### src/rtl/ssp_pkg.sv
package ssp_pkg;
  localparam logic [1:0] A_CTRL = 2'd0;
  localparam logic [1:0] A_STAT = 2'd1;
  localparam logic [1:0] A_DATA = 2'd2;

  // control register, bit0 at the bottom
  typedef struct packed {
    logic ext_clk;
    logic rdy_oe;
    logic rx_en;
    logic tx_en;
    logic port_en;
  } ctrl_t;

  // status register, bit0 at the bottom
  typedef struct packed {
    logic err_sum;
    logic ovr;
    logic tx_done;
    logic tx_empty;
    logic rx_full;
  } stat_t;

  localparam int CTRL_W = $bits(ctrl_t);
  localparam int STAT_W = $bits(stat_t);
endpackage

### src/rtl/ssp_sclk_gen.sv
module ssp_sclk_gen #(
  parameter int HALF_DIV    = 4,
  parameter int SYNC_STAGES = 2
) (
  input  logic clk,
  input  logic rst_n,
  input  logic use_ext,
  input  logic run_ext,
  input  logic run_int,
  input  logic sclk_in,
  output logic sclk_out,
  output logic fall_ev,
  output logic rise_ev
);
  localparam int CNT_W = (HALF_DIV > 1) ? $clog2(HALF_DIV) : 1;
  localparam logic [CNT_W-1:0] CNT_LAST = CNT_W'(HALF_DIV - 1);

  // external path: synchroniser plus edge detect
  logic [SYNC_STAGES-1:0] sync_q, sync_d;
  logic                   prev_q, prev_d;
  logic                   ext_fall, ext_rise;

  generate
    if (SYNC_STAGES > 1) begin : g_chain
      assign sync_d = {sync_q[SYNC_STAGES-2:0], sclk_in};
    end else begin : g_single
      assign sync_d = sclk_in;
    end
  endgenerate

  assign prev_d   = sync_q[SYNC_STAGES-1];
  assign ext_fall = run_ext &  prev_q & ~sync_q[SYNC_STAGES-1];
  assign ext_rise = run_ext & ~prev_q &  sync_q[SYNC_STAGES-1];

  always_ff @(posedge clk or negedge rst_n) begin
    if (!rst_n) begin
      sync_q <= '1;
      prev_q <= 1'b1;
    end else begin
      sync_q <= sync_d;
      prev_q <= prev_d;
    end
  end

  // internal path: half-period divider, idles high
  logic [CNT_W-1:0] cnt_q, cnt_d;
  logic             lvl_q, lvl_d;
  logic             active, tick;

  always_comb begin
    active = run_int | ~lvl_q;
    tick   = active & (cnt_q == CNT_LAST);
    cnt_d  = '0;
    if (active && !tick) cnt_d = cnt_q + 1'b1;
    lvl_d  = tick ? ~lvl_q : lvl_q;
  end

  always_ff @(posedge clk or negedge rst_n) begin
    if (!rst_n) begin
      cnt_q <= '0;
      lvl_q <= 1'b1;
    end else begin
      cnt_q <= cnt_d;
      lvl_q <= lvl_d;
    end
  end

  assign sclk_out = lvl_q;
  assign fall_ev  = use_ext ? ext_fall : (tick &  lvl_q);
  assign rise_ev  = use_ext ? ext_rise : (tick & ~lvl_q);
endmodule

### src/rtl/ssp_shifter.sv
module ssp_shifter #(
  parameter int W = 8
) (
  input  logic         clk,
  input  logic         rst_n,
  input  logic         abort,
  input  logic         fall_ev,
  input  logic         rise_ev,
  input  logic         tx_pending,
  input  logic [W-1:0] tx_data,
  input  logic         sdi,
  output logic         tx_take,
  output logic         sdo,
  output logic         busy,
  output logic         done,
  output logic [W-1:0] rx_word
);
  localparam int CNT_W = (W > 1) ? $clog2(W) : 1;
  localparam logic [CNT_W-1:0] LAST = CNT_W'(W - 1);

  logic             busy_q, busy_d;
  logic             done_q, done_d;
  logic [CNT_W-1:0] cnt_q, cnt_d;
  logic [W-1:0]     tx_sh_q, tx_sh_d;
  logic [W-1:0]     rx_sh_q, rx_sh_d;

  always_comb begin
    busy_d  = busy_q;
    cnt_d   = cnt_q;
    tx_sh_d = tx_sh_q;
    rx_sh_d = rx_sh_q;
    done_d  = 1'b0;
    tx_take = 1'b0;
    if (abort) begin
      busy_d = 1'b0;
    end else begin
      if (fall_ev) begin
        if (!busy_q) begin
          busy_d  = 1'b1;
          cnt_d   = '0;
          tx_take = tx_pending;
          tx_sh_d = tx_pending ? tx_data : '1;
        end else begin
          tx_sh_d = {1'b1, tx_sh_q[W-1:1]};
        end
      end
      if (rise_ev && busy_q) begin
        rx_sh_d = {sdi, rx_sh_q[W-1:1]};
        cnt_d   = cnt_q + 1'b1;
        if (cnt_q == LAST) begin
          busy_d = 1'b0;
          done_d = 1'b1;
        end
      end
    end
  end

  always_ff @(posedge clk or negedge rst_n) begin
    if (!rst_n) begin
      busy_q  <= 1'b0;
      done_q  <= 1'b0;
      cnt_q   <= '0;
      tx_sh_q <= '1;
      rx_sh_q <= '0;
    end else begin
      busy_q  <= busy_d;
      done_q  <= done_d;
      cnt_q   <= cnt_d;
      tx_sh_q <= tx_sh_d;
      rx_sh_q <= rx_sh_d;
    end
  end

  assign sdo     = busy_q ? tx_sh_q[0] : 1'b1;
  assign busy    = busy_q;
  assign done    = done_q;
  assign rx_word = rx_sh_q;
endmodule

### src/rtl/ssp_regs.sv
module ssp_regs
  import ssp_pkg::*;
#(
  parameter int W = 8
) (
  input  logic         clk,
  input  logic         rst_n,
  input  logic [1:0]   addr,
  input  logic         wr,
  input  logic         rd,
  input  logic [W-1:0] wdata,
  output logic [W-1:0] rdata,
  input  logic         tx_take,
  input  logic         done,
  input  logic [W-1:0] rx_word,
  output ctrl_t        ctrl,
  output logic         tx_full,
  output logic [W-1:0] tx_buf,
  output stat_t        status,
  output logic [W-1:0] rx_buf
);
  ctrl_t        ctrl_q, ctrl_d;
  logic [W-1:0] txb_q, txb_d;
  logic [W-1:0] rxb_q, rxb_d;
  logic         txf_q, txf_d;
  logic         rxf_q, rxf_d;
  logic         txdone_q, txdone_d;
  logic         ovr_q, ovr_d;
  logic         err_q, err_d;
  logic         wr_ctrl, wr_stat, wr_data, rd_data;

  assign wr_ctrl = wr && (addr == A_CTRL);
  assign wr_stat = wr && (addr == A_STAT);
  assign wr_data = wr && (addr == A_DATA);
  assign rd_data = rd && (addr == A_DATA);

  always_comb begin
    ctrl_d   = ctrl_q;
    txb_d    = txb_q;
    rxb_d    = rxb_q;
    txf_d    = txf_q;
    rxf_d    = rxf_q;
    txdone_d = txdone_q;
    ovr_d    = ovr_q;
    err_d    = err_q;
    if (wr_ctrl) begin
      ctrl_d = ctrl_t'(wdata[CTRL_W-1:0]);
      if (!ctrl_d.port_en) ovr_d = 1'b0;
      if (!ctrl_d.rx_en) begin
        ovr_d = 1'b0;
        err_d = 1'b0;
      end
    end
    if (wr_stat) begin
      ovr_d = 1'b0;
      err_d = 1'b0;
    end
    if (tx_take) begin
      txf_d    = 1'b0;
      txdone_d = 1'b0;
    end
    if (wr_data) begin
      txb_d = wdata;
      txf_d = 1'b1;
    end
    if (rd_data) rxf_d = 1'b0;
    if (done) begin
      txdone_d = 1'b1;
      if (ctrl_q.rx_en) begin
        if (rxf_q) begin
          ovr_d = 1'b1;
          err_d = 1'b1;
        end else begin
          rxb_d = rx_word;
          rxf_d = 1'b1;
        end
      end
    end
  end

  always_ff @(posedge clk or negedge rst_n) begin
    if (!rst_n) begin
      ctrl_q   <= '0;
      txb_q    <= '0;
      rxb_q    <= '0;
      txf_q    <= 1'b0;
      rxf_q    <= 1'b0;
      txdone_q <= 1'b1;
      ovr_q    <= 1'b0;
      err_q    <= 1'b0;
    end else begin
      ctrl_q   <= ctrl_d;
      txb_q    <= txb_d;
      rxb_q    <= rxb_d;
      txf_q    <= txf_d;
      rxf_q    <= rxf_d;
      txdone_q <= txdone_d;
      ovr_q    <= ovr_d;
      err_q    <= err_d;
    end
  end

  always_comb begin
    status.rx_full  = rxf_q;
    status.tx_empty = ~txf_q;
    status.tx_done  = txdone_q;
    status.ovr      = ovr_q;
    status.err_sum  = err_q;
  end

  always_comb begin
    case (addr)
      A_CTRL:  rdata = W'(ctrl_q);
      A_STAT:  rdata = W'(status);
      A_DATA:  rdata = rxb_q;
      default: rdata = '0;
    endcase
  end

  assign ctrl    = ctrl_q;
  assign tx_full = txf_q;
  assign tx_buf  = txb_q;
  assign rx_buf  = rxb_q;
endmodule

### src/rtl/sync_serial_port.sv
module sync_serial_port
  import ssp_pkg::*;
#(
  parameter int DATA_W      = 8,
  parameter int HALF_DIV    = 4,
  parameter int SYNC_STAGES = 2
) (
  input  logic              clk,
  input  logic              rst_n,
  input  logic [1:0]        bus_addr,
  input  logic              bus_wr,
  input  logic              bus_rd,
  input  logic [DATA_W-1:0] bus_wdata,
  output logic [DATA_W-1:0] bus_rdata,
  input  logic              sclk_in,
  output logic              sclk_out,
  output logic              sclk_oe,
  input  logic              sdi,
  output logic              sdo,
  output logic              srdy,
  output logic              srdy_oe
);
  // reset: asserted asynchronously, released on a clock edge
  logic [1:0] rst_q;
  logic       rst_ni;
  always_ff @(posedge clk or negedge rst_n) begin
    if (!rst_n) rst_q <= 2'b00;
    else        rst_q <= {rst_q[0], 1'b1};
  end
  assign rst_ni = rst_q[1];

  ctrl_t              ctrl;
  stat_t              status;
  logic               tx_full, tx_take, busy, done;
  logic               fall_ev, rise_ev, run_int, run_ext, abort;
  logic [DATA_W-1:0]  tx_buf, rx_buf, rx_word;

  assign abort   = ~ctrl.port_en;
  assign run_int = ctrl.port_en & ctrl.tx_en & ~ctrl.ext_clk & (busy | tx_full);
  assign run_ext = ctrl.port_en & ctrl.ext_clk & (ctrl.tx_en | ctrl.rx_en);

  ssp_sclk_gen #(.HALF_DIV(HALF_DIV), .SYNC_STAGES(SYNC_STAGES)) u_clk (
    .clk(clk), .rst_n(rst_ni), .use_ext(ctrl.ext_clk), .run_ext(run_ext),
    .run_int(run_int), .sclk_in(sclk_in), .sclk_out(sclk_out),
    .fall_ev(fall_ev), .rise_ev(rise_ev)
  );

  ssp_shifter #(.W(DATA_W)) u_shift (
    .clk(clk), .rst_n(rst_ni), .abort(abort), .fall_ev(fall_ev),
    .rise_ev(rise_ev), .tx_pending(tx_full), .tx_data(tx_buf), .sdi(sdi),
    .tx_take(tx_take), .sdo(sdo), .busy(busy), .done(done), .rx_word(rx_word)
  );

  ssp_regs #(.W(DATA_W)) u_regs (
    .clk(clk), .rst_n(rst_ni), .addr(bus_addr), .wr(bus_wr), .rd(bus_rd),
    .wdata(bus_wdata), .rdata(bus_rdata), .tx_take(tx_take), .done(done),
    .rx_word(rx_word), .ctrl(ctrl), .tx_full(tx_full), .tx_buf(tx_buf),
    .status(status), .rx_buf(rx_buf)
  );

  assign sclk_oe = ctrl.port_en & ~ctrl.ext_clk;
  assign srdy_oe = ctrl.port_en & ctrl.tx_en & ctrl.rx_en & ctrl.rdy_oe;
  assign srdy    = srdy_oe & tx_full & ~busy;
endmodule

### config.mk
export PLATFORM = sky130hd
export DESIGN_NAME = sync_serial_port
export DESIGN_NICKNAME = d
export VERILOG_FILES = /design/src/rtl/ssp_pkg.sv /design/src/rtl/ssp_sclk_gen.sv /design/src/rtl/ssp_shifter.sv /design/src/rtl/ssp_regs.sv /design/src/rtl/sync_serial_port.sv
export SDC_FILE = /design/constraint.sdc
export NUM_CORES = 1
export LEC_CHECK = 0
export ABC_AREA = 1
export BUFFER_PORTS_ARGS = -buffer_cell sky130_fd_sc_hd__buf_4
export CELL_PAD_IN_SITES_DETAIL_PLACEMENT = 0
export CELL_PAD_IN_SITES_GLOBAL_PLACEMENT = 1
export CORE_MARGIN = 2
export CORE_UTILIZATION = 44
export CTS_CLUSTER_DIAMETER = 200
export DETAILED_ROUTE_END_ITERATION = 6
export PLACE_DENSITY_LB_ADDON = 0.1
export SYNTH_ARGS = -nofsm -noshare
export SYNTH_HDL_FRONTEND = slang
export SYNTH_SLANG_ARGS = --single-unit
### constraint.sdc
create_clock -name clk -period 2.2 [get_ports clk]
set_clock_uncertainty 0.15 [all_clocks]
set_input_delay 0.33 -clock clk [delete_from_list [all_inputs] [get_ports clk]]
set_output_delay 0.33 -clock clk [all_outputs]
set_load 0.01 [all_outputs]
## Word level (Yosys, flattened, before mapping)

Index checks and enable logic that the tools add are counted.

| operators by class | value |
|---|---|
| $add $sub $neg | 2 |
| eq/ne operators | 5 |
| muxes and demuxes | 40 |
| bitwise operators | 27 |
| reduce and logical (&&, ||, !) cells | 15 |

Operator list:

| kind | number |
|---|---|
| 1-bit two-way mux | 33 |
| 8-bit case mux with 3 select lines | 1 |
| 1-bit bitwise AND | 17 |
| 8-bit two-way mux | 2 |
| 3-bit two-way mux | 3 |
| 1-bit inverter | 7 |
| 1-bit logical AND | 6 |
| 3-bit AND reduction | 2 |
| 2-bit nonzero test | 3 |
| 2-bit == test (second input constant) | 2 |
| 2-bit AND reduction | 2 |
| 3-bit by 1-bit adder with 3-bit output (second input constant) | 1 |
| 3-bit == test (second input constant) | 1 |
| 1-bit OR | 3 |
| 2-bit by 1-bit adder with 2-bit output (second input constant) | 1 |
| 2-bit by 1-bit == test with 1-bit output (second input constant) | 1 |
| 2-bit zero test | 1 |
| 2-bit two-way mux | 1 |
| 2-bit inequality test (second input constant) | 1 |
| 1-bit zero test | 1 |

| word-level totals | value |
|---|---|
| flip-flop bits (word level) | 55 |
| input port bits | 16 |
| output and inout port bits | 13 |

## Longest topological paths before layout

| depth | value |
|---|---|
| depth in word-level cells | 11 |
| mapped depth | 8 |
| mapped depth without buffers | 7 |

## By module

From an unflattened synthesis, not the netlist that was laid out.

| unflattened totals | value |
|---|---|
| cells, all modules | 319 |
| area total of the unflattened synthesis | 2627.5 um^2 |

Modules (own cells, without submodules):

| module | times used | cells each | area an instance (um^2) | seq. area each (um^2) |
|---|---|---|---|---|
| ssp_regs | 1 | 138 | 1212.4 | 651.9 |
| ssp_shifter | 1 | 130 | 1019.7 | 535.5 |
| ssp_sclk_gen | 1 | 32 | 267.8 | 155.1 |
| sync_serial_port | 1 | 19 | 127.6 | 50.0 |

## Least setup slack after synthesis

Ideal clock, no wire load.

| timing path | value |
|---|---|
| path kind | register to output |
| start | register u_shift.busy_q, in the netlist u_shift.busy |
| end | output srdy |
| arrival | 1.077 ns |
| path slack | 0.643 ns |
| cell stages (with the launch flop) | 4 |
| path buffers | 0 |
| cell sequence | dfrtp_1 > inv_2 > nand2_1 > nor4_1 |

| on the way | value |
|---|---|
| word-level cells in the longest chain between the ends | 2 |

Ends and longest elaborated chain:

| what | RTL line | source |
|---|---|---|
| from (decl) | ssp_shifter.sv:21 | `logic busy_q, busy_d;` |
| from (signal assigned) | ssp_shifter.sv:66 | `busy_q <= busy_d;` |
| 1-bit inverter | sync_serial_port.sv:63 | `assign srdy = srdy_oe & tx_full & ~busy;` |
| 1-bit bitwise AND | sync_serial_port.sv:63 |  |
| to (decl) | sync_serial_port.sv:20 | `output logic srdy,` |

Every way passes these cells.

## Final worst setup path

Ends and elaborated chain as after synthesis.

==> results by group <==
Status
  • Outcome: complete, no violations

Worst setup path
  • Worst r2r dst: u_shift.tx_sh_q[3]
  • CP required: 1.72 ns
  • R2r worst-path depth: 7
  • Launch point of the worst reg-to-reg path: u_regs.ctrl[2]
  • CP endpoint kind: primary output
  • Flop2flop setup slack: 0.61 ns
  • CP Max Fanout: 10
  • Critical Path AT: roughly 1.5 ns
  • Critical path class: flop to primary output
  • Startpoint Class: flop

Placed design
  • Placed cell count: 351
  • Number of buffers added on ports: 28
  • RePlAce Congestion: 0.779
  • Dpl ws: a little over 0.5 ns
  • DP Wirelength: 3660 um

Hold path
  • Worst hold path type: flop to asynchronous set/reset pin

CTS
  • Worst-Skew Late Latency: 0.30 ns
  • Clock Root Buffer: clkbuf_8
  • Clk slew on worst S/H paths: around 0.1 ns
  • Cts bufs inserted: 5
  • Post-CTS setup buffer count: 0
  • H-tree depth: 2
  • # clock sinks: 55
  • CTS tree: done
  • Post-CTS sizing: 0
  • Hold-fix buffers at CTS: 2
  • CTS max path bufs: 2

Logic synthesis
  • Mux contribution to synthesized area: 0.0275
  • Yosys cell types: 31
  • Syn_area_per_cell: 9.72 um^2
  • Synth warnings: 0
  • Syn nets: roughly 270
  • Main combinational cell family by area after synthesis: simple AND/OR/NAND/NOR gates
  • Seq/Total Area, Yosys: 0.566
  • Post-Syn Area: 2460 um^2
  • Mapped Cells: 253
  • Simple-gate share of the synthesized area: 0.196
  • Post-Synth Adder-Cell Area: 0.0153
  • Synth Register Bits: 55
  • Compound-Gate Fraction of Synth Area: 0.120
  • Xor/xnor share of the synthesized area: 0.00356

Floorplan
  • Die H: approximately 79 um
  • Effective utilization at floorplan: 0.452
  • Io pins: 29
  • Die area: 6200 um^2
  • Die W: 78.8 um
  • CORE AREA: 5440 um^2
  • Std-Cell Rows: 27

Global route
  • Global-route wire length before repair: 8520 um
  • Met2 global-route usage: 0.274
  • Total Routing Usage GR: 0.176
  • Vias in the first global route: ~1,800
  • Met3 usage: 0.0455
  • Met1 GRT Util: 0.242
  • Antenna violations before repair: 0
  • Gr ovfl total: 0
  • GRT busiest layer: met2
  • Largest net degree at the start of global routing: 34

Routing
  • WL per Instance: 13.4 um
  • Drt pass-1 iters: 4
  • Vias per inst: between 4 and 5
  • Vias: 1,781
  • Drt drc: 0
  • ANT nets after route: 0
  • Iter 0 DRT Violations: 71
  • WL final: 4850 um

STA
  • Final setup viols: 0
  • Final Cycle Share: 0.915
  • Worst setup margin: about 0.19 ns
  • Setup TNS Final: 0 ns
  • RSZ-0062 raised after global routing: false
  • Tmin final: approximately 2 ns
  • Final hold violation count: 0
  • Pins Over Slew Limit: 0
  • Fmax: 497 MHz

Pwr
  • P_leak: 0.00139 uW
  • Total power: 2410 uW
  • Pwr per Cell Area: 838 nW/um^2
  • Peak supply drop: 0.325 mV

Cells and area
  • Post-Layout Cell Count: 361
  • Synth-to-Final Area Change: 16.7%
  • Nets: 307
  • Layout cells sized above 1: 0.315
  • Ant diodes: 0

Flow run
  • Max Cap Violations: 0
[power breakdown]
| part | leakage [uW] | switching, uW | internal (uW) |
|---|---|---|---|
| combinational | 0.000661 | 263 | 197 |
| sequential | 0.000681 | 116 | 1230 |
| clock | 0.0000515 | 317 | 288 |
[cells in the mapped netlist]
master,instances,area share
nand2_1,61,0.093
dfrtp_1,42,0.43
inv_1,32,0.049
o21ai_0,14,0.028
o21ai_2,14,0.050
dfstp_2,13,0.14
nor2_1,13,0.020
nand3_1,10,0.020
nand2_2,9,0.023
o22ai_1,7,0.018
mux2_2,6,0.027
buf_6,3,0.014
ha_1,3,0.015
inv_2,3,0.0046
o211ai_1,3,0.0092
a21oi_1,2,0.0041
nand2_4,2,0.0092
nand4_2,2,0.010
o221ai_1,2,0.0071
clkbuf_1,1,0.0015
clkinv_1,1,0.0015
conb_1,1,0.0015
nand3_2,1,0.0041
nand4_1,1,0.0025
nor2_2,1,0.0025
nor2_4,1,0.0046
nor3_1,1,0.0020
nor4_1,1,0.0025
o31ai_1,1,0.0031
or2_2,1,0.0025
xor2_1,1,0.0036
[worst max-delay path, stage by stage, from the launching register on]
cell	delay, ns
dfrtp_1	0.44
inv_2	0.18
nand2_1	0.22
nor4_1	0.22
buf_4	0.17
[final cells by class]
class	count	area, um^2
Tap cell	72	90.1
Fill cell	533	2570
Timing Repair Buffer	32	258
Inverter	36	135
Clock buffer	8	100
Multi-Input combinational cell	158	895
Sequential cell	55	1390
[state kept, by name, indices dropped and copies added, names as in the netlist, 2 cells and up]
signal / flops
u_shift.tx_sh_q: 8
u_regs.rx_buf: 8
u_clk.sync_q: 2
u_shift.cnt_q: 3
rst_q: 2
u_shift.rx_word: 8
u_clk.cnt_q: 2
u_regs.tx_buf: 8
u_regs.ctrl: 5
[per-layer routing]
layer | part of all wire | vias to the layer above | routed length (um)
met2 | 0.47 | 23 | 2290
li1 | - | 876 | -
met3 | 0.032 | 6 | 156
met1 | 0.48 | 876 | 2340
met5 | 0 | - | 0
met4 | 0.011 | 0 | 54
[placed cells by master (no fill, tap or decap), types with 6 or more instances in the layout]
master / Yosys / routed
nand2_1: 61 / 61
dfrtp_1: 42 / 41
inv_1: 32 / 32
buf_4: 0 / 29
o21ai_0: 14 / 14
o21ai_2: 14 / 14
nor2_1: 13 / 13
dfstp_2: 13 / 13
nand3_1: 10 / 10
nand2_2: 9 / 9
o22ai_1: 7 / 7
clkbuf_8: 0 / 7
mux2_2: 6 / 6
[kinds of logic after synthesis]
| group | Yosys count |
|---|---|
| AND/OR/NAND/NOR | 104 |
| multiplexers | 6 |
| adder cells (fa/ha/maj) | 3 |
| flip-flops | 55 |
| buffers and inverters | 40 |
| XOR/XNOR | 1 |
| other | 1 |
| AO/OA/AOI/OAI | 43 |
[worst max-delay path by stage]
stage	from	end	slack [ns]	depth (start not counted)
final	u_shift.busy	srdy	0.19	4
after global routing	u_shift.busy	srdy	0.05	4
after CTS	u_shift.busy	srdy	0.16	4
after detailed placement	u_shift.busy	srdy	0.51	4
after global placement	u_shift.busy	srdy	0.56	4
after floorplan	rst_q[1]	u_clk.cnt_q[0]	0.43	0
[per-stage QoR]
stage | util | cell area [um^2] | hold WS (ns)
2_1_floorplan | - | 2460 | -0.116
3_3_place_gp | 0.506 | 2750 | -0.0373
3_5_place_dp | 0.506 | 2750 | -0.0364
4_1_cts | 0.528 | 2870 | 0.0956
5_1_grt | 0.528 | 2870 | 0.0950
6_report | 0.528 | 2870 | 0.0869
Note: power is estimated with default switching activity, not from simulation.
